File: src/rtl/bmx_pkg.sv
// Shared constants and helpers for the bundle mixer.
// Assumes a 32-bit right-shifting Galois LFSR with a maximal-length polynomial.
package bmx_pkg;
    localparam int          RNG_W    = 32;
    localparam logic [31:0] RNG_TAPS = 32'h8020_0003;

    // One step of the Galois LFSR (x^32 + x^22 + x^2 + x + 1).
    function automatic logic [RNG_W-1:0] rng_step(input logic [RNG_W-1:0] s);
        rng_step = s[0] ? ((s >> 1) ^ RNG_TAPS) : (s >> 1);
    endfunction
endpackage

File: src/rtl/bmx_rng.sv
// Random control-bit source: a 32-bit LFSR advancing every cycle, widened to
// OUT_W bits by XOR-folding its state. Assumes SEED is nonzero.
module bmx_rng #(
    parameter int          OUT_W = 32,
    parameter logic [31:0] SEED  = 32'h1ACE_B00C
) (
    input  logic             clk,
    input  logic             rst_n,
    output logic [OUT_W-1:0] bits_o
);
    import bmx_pkg::*;

    logic [RNG_W-1:0] state_q;

    // Advance the LFSR once per cycle; reload the seed on reset.
    always_ff @(posedge clk) begin
        if (!rst_n) state_q <= SEED;
        else        state_q <= rng_step(state_q);
    end

    // Map the state onto OUT_W control bits; bits past 32 fold two taps.
    for (genvar j = 0; j < OUT_W; j++) begin : g_bit
        localparam int TA = j % RNG_W;
        localparam int TB = (TA + 1 + j / RNG_W) % RNG_W;
        if (j < RNG_W) begin : g_direct
            assign bits_o[j] = state_q[TA];
        end else begin : g_fold
            assign bits_o[j] = state_q[TA] ^ state_q[TB];
        end
    end


    state_live_chk: assert property (@(posedge clk) disable iff (!rst_n)
        state_q != '0);
endmodule

File: src/rtl/bmx_swapnet.sv
// Butterfly swap network: log2(W) stages of W/2 conditional pair swaps, each
// swap controlled by one bit. Preserves the popcount of its input.
// Assumes W is a power of two and at least 2.
module bmx_swapnet #(
    parameter int W = 16,
    localparam int LG = $clog2(W),
    localparam int CB = LG * (W / 2)
) (
    input  logic          clk,
    input  logic          rst_n,
    input  logic [W-1:0]  din,
    input  logic [CB-1:0] ctrl,
    output logic [W-1:0]  dout
);
    logic [W-1:0] lvl [0:LG];

    assign lvl[0] = din;

    // Stage s swaps positions that differ only in bit s.
    for (genvar s = 0; s < LG; s++) begin : g_stage
        for (genvar p = 0; p < W / 2; p++) begin : g_pair
            localparam int LO = ((p >> s) << (s + 1)) | (p & ((1 << s) - 1));
            localparam int HI = LO + (1 << s);
            assign lvl[s+1][LO] = ctrl[s*(W/2)+p] ? lvl[s][HI] : lvl[s][LO];
            assign lvl[s+1][HI] = ctrl[s*(W/2)+p] ? lvl[s][LO] : lvl[s][HI];
        end
    end

    assign dout = lvl[LG];


    weight_keep_chk: assert property (@(posedge clk) disable iff (!rst_n)
        $countones(dout) == $countones(din));
endmodule

File: src/rtl/bundle_mixer.sv
// Scaled adder on probabilistic bundles. Exactly K output positions take a
// wire from A and the rest take a wire from B. Positions and source indices
// are scrambled every cycle by LFSR-driven swap networks. The output is
// registered with one cycle of latency. Assumes WIDTH is a power of two >= 2.
module bundle_mixer #(
    parameter int          WIDTH = 16,
    parameter logic [31:0] SEED  = 32'h1ACE_B00C,
    localparam int KW  = $clog2(WIDTH + 1),
    localparam int NCB = $clog2(WIDTH) * (WIDTH / 2)
) (
    input  logic             clk,
    input  logic             rst_n,
    input  logic             ratio_load,
    input  logic [KW-1:0]    ratio_in,
    input  logic [WIDTH-1:0] a_bus,
    input  logic [WIDTH-1:0] b_bus,
    output logic [WIDTH-1:0] mix_bus,
    output logic [KW-1:0]    mix_count
);
    localparam logic [KW-1:0] K_MAX = KW'(WIDTH);

    logic [KW-1:0]    k_q;
    logic [WIDTH-1:0] therm;
    logic [WIDTH-1:0] sel_mask;
    logic [WIDTH-1:0] net_in  [3];
    logic [WIDTH-1:0] net_out [3];
    logic [NCB-1:0]   net_ctrl[3];
    logic [WIDTH-1:0] mix_next;
    logic [KW-1:0]    count_next;

    // Weight register: load with clamp to WIDTH, otherwise hold.
    always_ff @(posedge clk) begin
        if (!rst_n)          k_q <= '0;
        else if (ratio_load) k_q <= (ratio_in > K_MAX) ? K_MAX : ratio_in;
    end

    // Thermometer code with K low-order ones.
    always_comb begin
        for (int i = 0; i < WIDTH; i++) therm[i] = (i < int'(k_q));
    end

    assign net_in[0] = therm;
    assign net_in[1] = a_bus;
    assign net_in[2] = b_bus;

    // One independent random source and scrambler per path: mask, A, B.
    for (genvar g = 0; g < 3; g++) begin : g_path
        localparam logic [31:0] PSEED = SEED ^ (32'h6D2B_79F5 * 32'(g));
        bmx_rng #(.OUT_W(NCB), .SEED(PSEED)) i_rng (
            .clk   (clk),
            .rst_n (rst_n),
            .bits_o(net_ctrl[g])
        );
        bmx_swapnet #(.W(WIDTH)) i_net (
            .clk  (clk),
            .rst_n(rst_n),
            .din  (net_in[g]),
            .ctrl (net_ctrl[g]),
            .dout (net_out[g])
        );
    end

    assign sel_mask = net_out[0];
    assign mix_next = (sel_mask & net_out[1]) | (~sel_mask & net_out[2]);

    // Popcount of the next output bundle.
    always_comb begin
        count_next = '0;
        for (int i = 0; i < WIDTH; i++) count_next = count_next + KW'(mix_next[i]);
    end

    // Output register: bundle and its popcount.
    always_ff @(posedge clk) begin
        if (!rst_n) begin
            mix_bus   <= '0;
            mix_count <= '0;
        end else begin
            mix_bus   <= mix_next;
            mix_count <= count_next;
        end
    end


    k_range_chk: assert property (@(posedge clk) disable iff (!rst_n)
        k_q <= K_MAX);

    k_load_chk: assert property (@(posedge clk) disable iff (!rst_n)
        ($past(rst_n) && $past(ratio_load)) |->
        k_q == (($past(ratio_in) > K_MAX) ? K_MAX : $past(ratio_in)));

    k_hold_chk: assert property (@(posedge clk) disable iff (!rst_n)
        ($past(rst_n) && !$past(ratio_load)) |-> k_q == $past(k_q));

    sel_weight_chk: assert property (@(posedge clk) disable iff (!rst_n)
        $countones(sel_mask) == int'(k_q));

    pass_b_chk: assert property (@(posedge clk) disable iff (!rst_n)
        ($past(rst_n) && $past(k_q) == '0) |->
        int'(mix_count) == $countones($past(b_bus)));

    pass_a_chk: assert property (@(posedge clk) disable iff (!rst_n)
        ($past(rst_n) && $past(k_q) == K_MAX) |->
        int'(mix_count) == $countones($past(a_bus)));

    count_match_chk: assert property (@(posedge clk) disable iff (!rst_n)
        int'(mix_count) == $countones(mix_bus));
endmodule

File: config.mk
export PLATFORM = sky130hd
export DESIGN_NAME = bundle_mixer
export DESIGN_NICKNAME = d
export VERILOG_FILES = /design/src/rtl/bmx_pkg.sv /design/src/rtl/bmx_rng.sv /design/src/rtl/bmx_swapnet.sv /design/src/rtl/bundle_mixer.sv
export SDC_FILE = /design/constraint.sdc
export NUM_CORES = 1
export LEC_CHECK = 0
export BUFFER_PORTS_ARGS = -buffer_cell sky130_fd_sc_hd__buf_2
export CORE_ASPECT_RATIO = 1.4
export CORE_MARGIN = 2
export CORE_UTILIZATION = 40
export CTS_BUF_LIST = sky130_fd_sc_hd__clkbuf_4 sky130_fd_sc_hd__clkbuf_8
export CTS_CLUSTER_SIZE = 25
export DETAILED_ROUTE_END_ITERATION = 12
export SYNTH_ARGS = -nofsm -noshare
export SYNTH_HDL_FRONTEND = slang
export SYNTH_HIERARCHICAL = 1
export SYNTH_SLANG_ARGS = --single-unit
File: constraint.sdc
create_clock -name clk -period 9.9 [get_ports clk]
set_input_delay 0.495 -clock clk [delete_from_list [all_inputs] [get_ports clk]]
set_output_delay 0.495 -clock clk [all_outputs]
set_load 0.005 [all_outputs]
==> results of run 1 <==
## critical path, delay by kind of cell (launching register included)
kind          cells  cell delay (ns)
fa+ha+maj         6             2.66
flops             1             0.40
xor+xnor          1             0.17
buf+inv           2             0.11
simple gates      3             0.74
mux               5             0.99
## per-layer routing
metal | up-vias | wire length (µm) | part of all wire
met5 | - | 0 | 0
met4 | 0 | 464 | 0.035
met3 | 28 | 314 | 0.024
met2 | 59 | 7161 | 0.54
met1 | 1902 | 5257 | 0.40
li1 | 1993 | - | -
## flip-flops by register name, summed over array words and instances, names as in the netlist
signal,cells
g_path.i_rng/bits_o,96
mix_count,5
k_q,5
mix_bus,16
## metrics by stage
stage / cells / instance area (µm²)
after floorplan: 541 / 5972
after global placement: 778 / 6451
after detailed placement: 778 / 6451
after CTS: 807 / 6854
after global routing: 807 / 6854
final: 807 / 6854
## kinds of logic after synthesis
logic type               synth area share
multiplexers                       0.3543
AND/OR/NAND/NOR                    0.1429
flip-flops                         0.4090
buffers and inverters             0.01907
AO/OA/AOI/OAI                     0.01613
adder cells (fa/ha/maj)           0.04400
XOR/XNOR                          0.01467
## power breakdown
group / switching, µW / total, µW / internal, µW
logic: 284 / 565 / 281
registers: 40.5 / 582 / 541
clock network: 189 / 455 / 266
total: 513 / 1600 / 1090
## worst max-delay path by stage
| stage | endpoint | slack [ns] | cells after the start |
|---|---|---|---|
| 2_1_floorplan | mix_count[2]$_SDFF_PN0_ | 5.12 | 18 |
| 3_3_place_gp | mix_count[2]$_SDFF_PN0_ | 4.74 | 18 |
| 3_5_place_dp | mix_count[2]$_SDFF_PN0_ | 4.71 | 18 |
| 4_1_cts | mix_count[2]$_SDFF_PN0_ | 4.68 | 18 |
| 5_1_grt | mix_count[2]$_SDFF_PN0_ | 4.34 | 17 |
| 6_report | mix_count[2]$_SDFF_PN0_ | 4.71 | 17 |
## cells in the final DEF (no fill, tap or decap), drive strengths merged, types with 3 or more instances in the layout
cell type	Yosys	final
nor2b	11	11
fa	10	10
xor2	7	7
and2	65	65
clkinv	0	3
clkbuf	4	21
inv	13	13
ha	5	5
xnor2	3	3
buf	9	61
nand2	14	14
dfxtp	122	122
o21ai	3	3
mux2	11	11
a21oi	4	4
bufinv	0	3
nand2b	49	49
nor2	3	3
mux2i	199	199
## layout make-up
class                   count  area [µm²]  share of cell area
inverters                  13       48.80            0.007119
clock inverters             8       120.1             0.01752
well taps                 189       236.5             0.03450
multi-input cells         393        3416              0.4984
repair buffers             61       307.8             0.04491
clock buffers              21       282.8             0.04126
flip-flops and latches    122        2442              0.3563
==> flow_summary.json, run 1 <==
{
  "status": "finished clean",
  "post-route-period-util": 0.5245,
  "finalSetupViolations": 0,
  "path_cells": "nor3_1 -> nand2_1 -> mux2i_1 -> mux2i_1 -> mux2i_1 -> mux2i_1 -> mux2_2 -> fa_1 -> inv_1 -> fa_1 -> fa_1 -> inv_1 -> fa_1 -> ha_1 -> fa_1 -> xor2_1 -> and2_1",
  "cp_data_arrival_time_ns": 5.53,
  "grt_antenna_before_repair": 0,
  "max_clock_freq_mhz": 192.6,
  "grt_busiest_layer": "met2",
  "clk_pin_slew_worst_paths_ns": 0.07,
  "synth_cells": 541,
  "finalHoldViolCount": 0,
  "final_net_count": 663,
  "slew_headroom": 0.2945,
  "power_leakage_uw": 0.003270,
  "routed_via_density": 4.934,
  "grt_overflow": 0,
  "r2r_start": "k_q[4]$_SDFFE_PN0P_",
  "wl_mm": 13.20,
  "met2_usage": 0.3250,
  "final_util": 0.4724,
  "worstMarginPinSlew_ns": 1.058,
  "cp_common_cell": "fa_1",
  "min_path_type": "in -> reg",
  "drive_above_1_share": 0.1683,
  "synth.area.top_cells": "dfxtp_1 41%, mux2i_1 33%, and2_1 6.6%",
  "grt_pass1_wl_mm": 21.15,
  "io_pins": 61,
  "yosysTopAreaCell": "dfxtp_1",
  "whs_ns": 0.3017,
  "min_from": "ratio_in[2]",
  "crit_path_start": "k_q[4]$_SDFFE_PN0P_",
  "cts_inserted_buffers": 17,
  "netlist_area_mm2": 0.005972,
  "place_congestion": 0.8143,
  "tns_ns": 0,
  "worst_r2r_endpoint": "mix_count[2]$_SDFF_PN0_",
  "final.fill_count": 1376,
  "clock_skew_ns": 0.01064,
  "min_to": "k_q[2]$_SDFFE_PN0P_",
  "die_w_um": 107.3,
  "max_stage_delay_ns": 0.54,
  "dp_slack_ns": 4.711,
  "clkLatencyLatePin_ns": 0.45,
  "antenna_left": 0,
  "fin_ws_ns": 4.707,
  "reg2reg_slack_ns": 4.71,
  "synth_nets": 596,
  "portBuffers": 60,
  "core_area_mm2": 0.01451,
  "async_reset_ff_frac": 0,
  "row_count": 52,
  "cts.repair.resized": 0,
  "peakVddDrop_uv": 168.5,
  "yosysWarnings": 6,
  "cts.path.max_buffers": 2,
  "synth_top_flop_cell": "dfxtp_1",
  "initialDrtViolationCount": 121,
  "critical_path_required_ns": 10.24,
  "grt_pass1_vias": 4226,
  "synth.most_common_cell": "mux2i_1",
  "cts_root_buf": "clkbuf_8",
  "finalCriticalPeriod_ns": 5.193,
  "drv_slew": 0,
  "cts_hold_buf": 0,
  "holdPathStages": 3,
  "rsz0062_at_grt": "false",
  "drc_errors": 0,
  "grt_max_degree": 123,
  "cts.sinks": 122,
  "cts_htree_levels": 4,
  "dr_total_vias": 3982,
  "dpl.hpwl_mm": 10.22,
  "initial_core_util": 0.4116,
  "synth_top_area_share": 0.4090,
  "wire_per_inst_um": 16.35,
  "ys_types": 27,
  "worstSetupEndpointType": "flop",
  "ys_top_cells_by_count": "199 x mux2i_1, 122 x dfxtp_1, 63 x and2_1, 49 x nand2b_1, 14 x nand2_1",
  "cts_tree": "yes",
  "cp_slowest_cell": "fa_1",
  "seq_area_frac_synth": 0.4090,
  "synth-edff-count": 0,
  "syn_to_final_growth_pct": 14.77,
  "crit_type": "reg -> reg",
  "use_met3": 0.04777,
  "max-cap-violations": 0,
  "postCtsSetupRepairBufs": 0,
  "powerDensity_mw_per_mm2": 233.7,
  "grt_use_total": 0.1779,
  "antenna_cells": 0,
  "start_kind": "flop",
  "reg2reg_depth": 17,
  "detail_route.first_pass.iterations": 4,
  "dieArea_mm2": 0.01594,
  "die_y_um": 148.6,
  "grt_use_met1": 0.1853,
  "total_power_uw": 1602,
  "syn_area_per_cell_um2": 11.04,
  "ys_ff_latch": 122,
  "crit_path_max_fanout": 12
}
(Power assumes the default switching activity.)
==> run 2, diff against run 1 <==
clock period = 4.3 ns   (was 9.9 ns; I/O delays follow)
==> flow_summary.json, run 2 (synthesis gave the netlist of run 1 again) <==
{
  "clk_pin_slew_worst_paths_ns": 0.08,
  "cts.sinks": 122,
  "slew_headroom": 0.4939,
  "cts_htree_levels": 4,
  "grt_max_degree": 85,
  "dpl.hpwl_mm": 10.26,
  "routed_via_density": 4.898,
  "status": "finished, violations left",
  "worstSetupEndpointType": "flop",
  "mostFrequentLayoutCells": "190 x mux2i_1, 117 x dfxtp_1, 62 x and2_1, 60 x buf_2, 49 x nand2b_1",
  "final_net_count": 708,
  "worstMarginPinSlew_ns": 0.7592,
  "initial_core_util": 0.4116,
  "max-cap-violations": 0,
  "initialDrtViolationCount": 103,
  "die_w_um": 107.3,
  "grt_pass1_vias": 4414,
  "worst_r2r_endpoint": "mix_count[2]$_SDFF_PN0_",
  "start_kind": "flop",
  "drv_slew": 0,
  "largest_reg_flops": 96,
  "cts_inserted_buffers": 17,
  "grt_overflow": 0,
  "dieArea_mm2": 0.01594,
  "final_area_mm2": 0.007345,
  "finalSetupViolations": 5,
  "io_pins": 61,
  "max_clock_freq_mhz": 209.8,
  "cp_data_arrival_time_ns": 5.12,
  "grt_pass1_wl_mm": 21.52,
  "violations": "setup timing",
  "clkLatencyLatePin_ns": 0.45,
  "portBuffers": 60,
  "dr_total_vias": 4188,
  "tns_ns": -1.732,
  "regArea_mm2": 0.002459,
  "r2r_start": "k_q[3]$_SDFFE_PN0P_",
  "drive_above_1_share": 0.2688,
  "antenna_left": 0,
  "reg2reg_slack_ns": -0.47,
  "row_count": 52,
  "use_met3": 0.04207,
  "rsz0062_at_grt": "true",
  "syn_to_final_growth_pct": 22.98,
  "multi_input_area_mm2": 0.003537,
  "final_common_cell": "mux2i_1",
  "path_cells": "nor3_4 -> nand2_1 -> mux2i_2 -> mux2i_2 -> mux2i_2 -> mux2i_1 -> mux2_4 -> fa_1 -> inv_1 -> fa_1 -> fa_2 -> inv_2 -> fa_2 -> ha_4 -> fa_2 -> xor2_1 -> and2_1",
  "wl_mm": 13.23,
  "core_area_mm2": 0.01451,
  "final.fill_count": 1356,
  "clock_skew_ns": 0.01047,
  "critical_path_required_ns": 4.65,
  "place_congestion": 0.8466,
  "crit_end": "mix_count[2]$_SDFF_PN0_",
  "cts.path.max_buffers": 2,
  "postPlaceCellArea_mm2": 0.006795,
  "min_path_type": "in -> reg",
  "fin_ws_ns": -0.4662,
  "crit_path_max_fanout": 5,
  "grt_use_met1": 0.1940,
  "die_y_um": 148.6,
  "wire_per_inst_um": 15.48,
  "grt_busiest_layer": "met2",
  "cts_root_buf": "clkbuf_8",
  "crit_type": "reg -> reg",
  "finalCriticalPeriod_ns": 4.766,
  "powerDensity_mw_per_mm2": 540.8,
  "reg2reg_depth": 17,
  "power_leakage_uw": 0.003510,
  "cp_slowest_cell": "fa_1",
  "crit_path_start": "k_q[3]$_SDFFE_PN0P_",
  "max_stage_delay_ns": 0.55,
  "grt_antenna_before_repair": 0,
  "met2_usage": 0.3234,
  "dp.cells": 814,
  "cts_tree": "yes",
  "grt_use_total": 0.1790,
  "antenna_cells": 0,
  "fin_cells": 855,
  "drc_errors": 0,
  "post-route-period-util": 1.108,
  "finalHoldViolCount": 0,
  "detail_route.first_pass.iterations": 4,
  "peakVddDrop_uv": 537.7
}
==> run 2: cell count changes in the layout (fill, tap and decap cells not counted), sizes merged <==
cell         previous run  this run
clkbuf                 21        22
buf                    61       104
bufinv                  3         2
dlygate4sd3             0         2
clkinvlp                2         5
==> run 2: worst min-delay path by stage <==
stage | cells past startpoint | start | endpoint
floorplan | 1 | rst_n | g_path[0].i_rng/bits_o[25]$_SDFF_PN1_
global placement | 3 | ratio_in[3] | k_q[3]$_SDFFE_PN0P_
detailed placement | 3 | ratio_in[3] | k_q[3]$_SDFFE_PN0P_
CTS | 3 | ratio_in[4] | k_q[4]$_SDFFE_PN0P_
global route | 3 | ratio_in[4] | k_q[4]$_SDFFE_PN0P_
finish | 3 | ratio_in[4] | k_q[4]$_SDFFE_PN0P_
==> run 2: stage by stage <==
step                      worst slack (ns)  power [µW]  hold slack [ns]    util
final                              -0.4662        3972          0.08143  0.5062
after floorplan                    -0.2318        2462           0.2882       -
after CTS                          -0.4643        4031          0.04336  0.5022
after global placement             -0.5304        2858           0.4698  0.4684
after global routing               -0.6894        4288           0.1043  0.5062
after detailed placement           -0.5461        2887           0.4752  0.4684
==> run 2: power by group <==
part / leakage (µW) / switching, µW / internal [µW]
registers: 0.00102 / 83.1 / 1240
logic: 0.00230 / 758 / 842
clock network: 0.000197 / 464 / 581
total: 0.00351 / 1300 / 2670
==> run 2: repair_timing <==
| action | 4_1_cts | 5_1_grt |
|---|---|---|
| endpoints found under the setup margin | 5 | 5 |
| resized for setup | 11 | 12 |
| endpoints found under the hold margin | 2 | 0 |
| setup buffers | 5 | 2 |
| pin swaps | 7 | 0 |
| hold buffers | 2 | 0 |
==> run 2: critical path: cells and delay by family, from the launching register on <==
| kind | cells | cell delay [ns] |
|---|---|---|
| adder cells (fa/ha/maj) | 6 | 2.54 |
| multiplexers | 5 | 1.03 |
| AND/OR/NAND/NOR | 3 | 0.48 |
| flip-flops | 1 | 0.38 |
| XOR/XNOR | 1 | 0.14 |
| buffers and inverters | 2 | 0.10 |
==> run 2: layout make-up <==
type | count | share of cell area
clock buffers | 22 | 0.04037
flip-flops and latches | 122 | 0.3348
repair buffers | 106 | 0.08859
multi-input cells | 393 | 0.4816
well taps | 189 | 0.03220
inverters | 13 | 0.006644
clock inverters | 10 | 0.01584
==> run 2: metal layers <==
layer,vias to the layer above,wire length (µm)
met1,2028,5419
met3,27,366
li1,2082,-
met5,-,0
met4,0,344
met2,51,7105
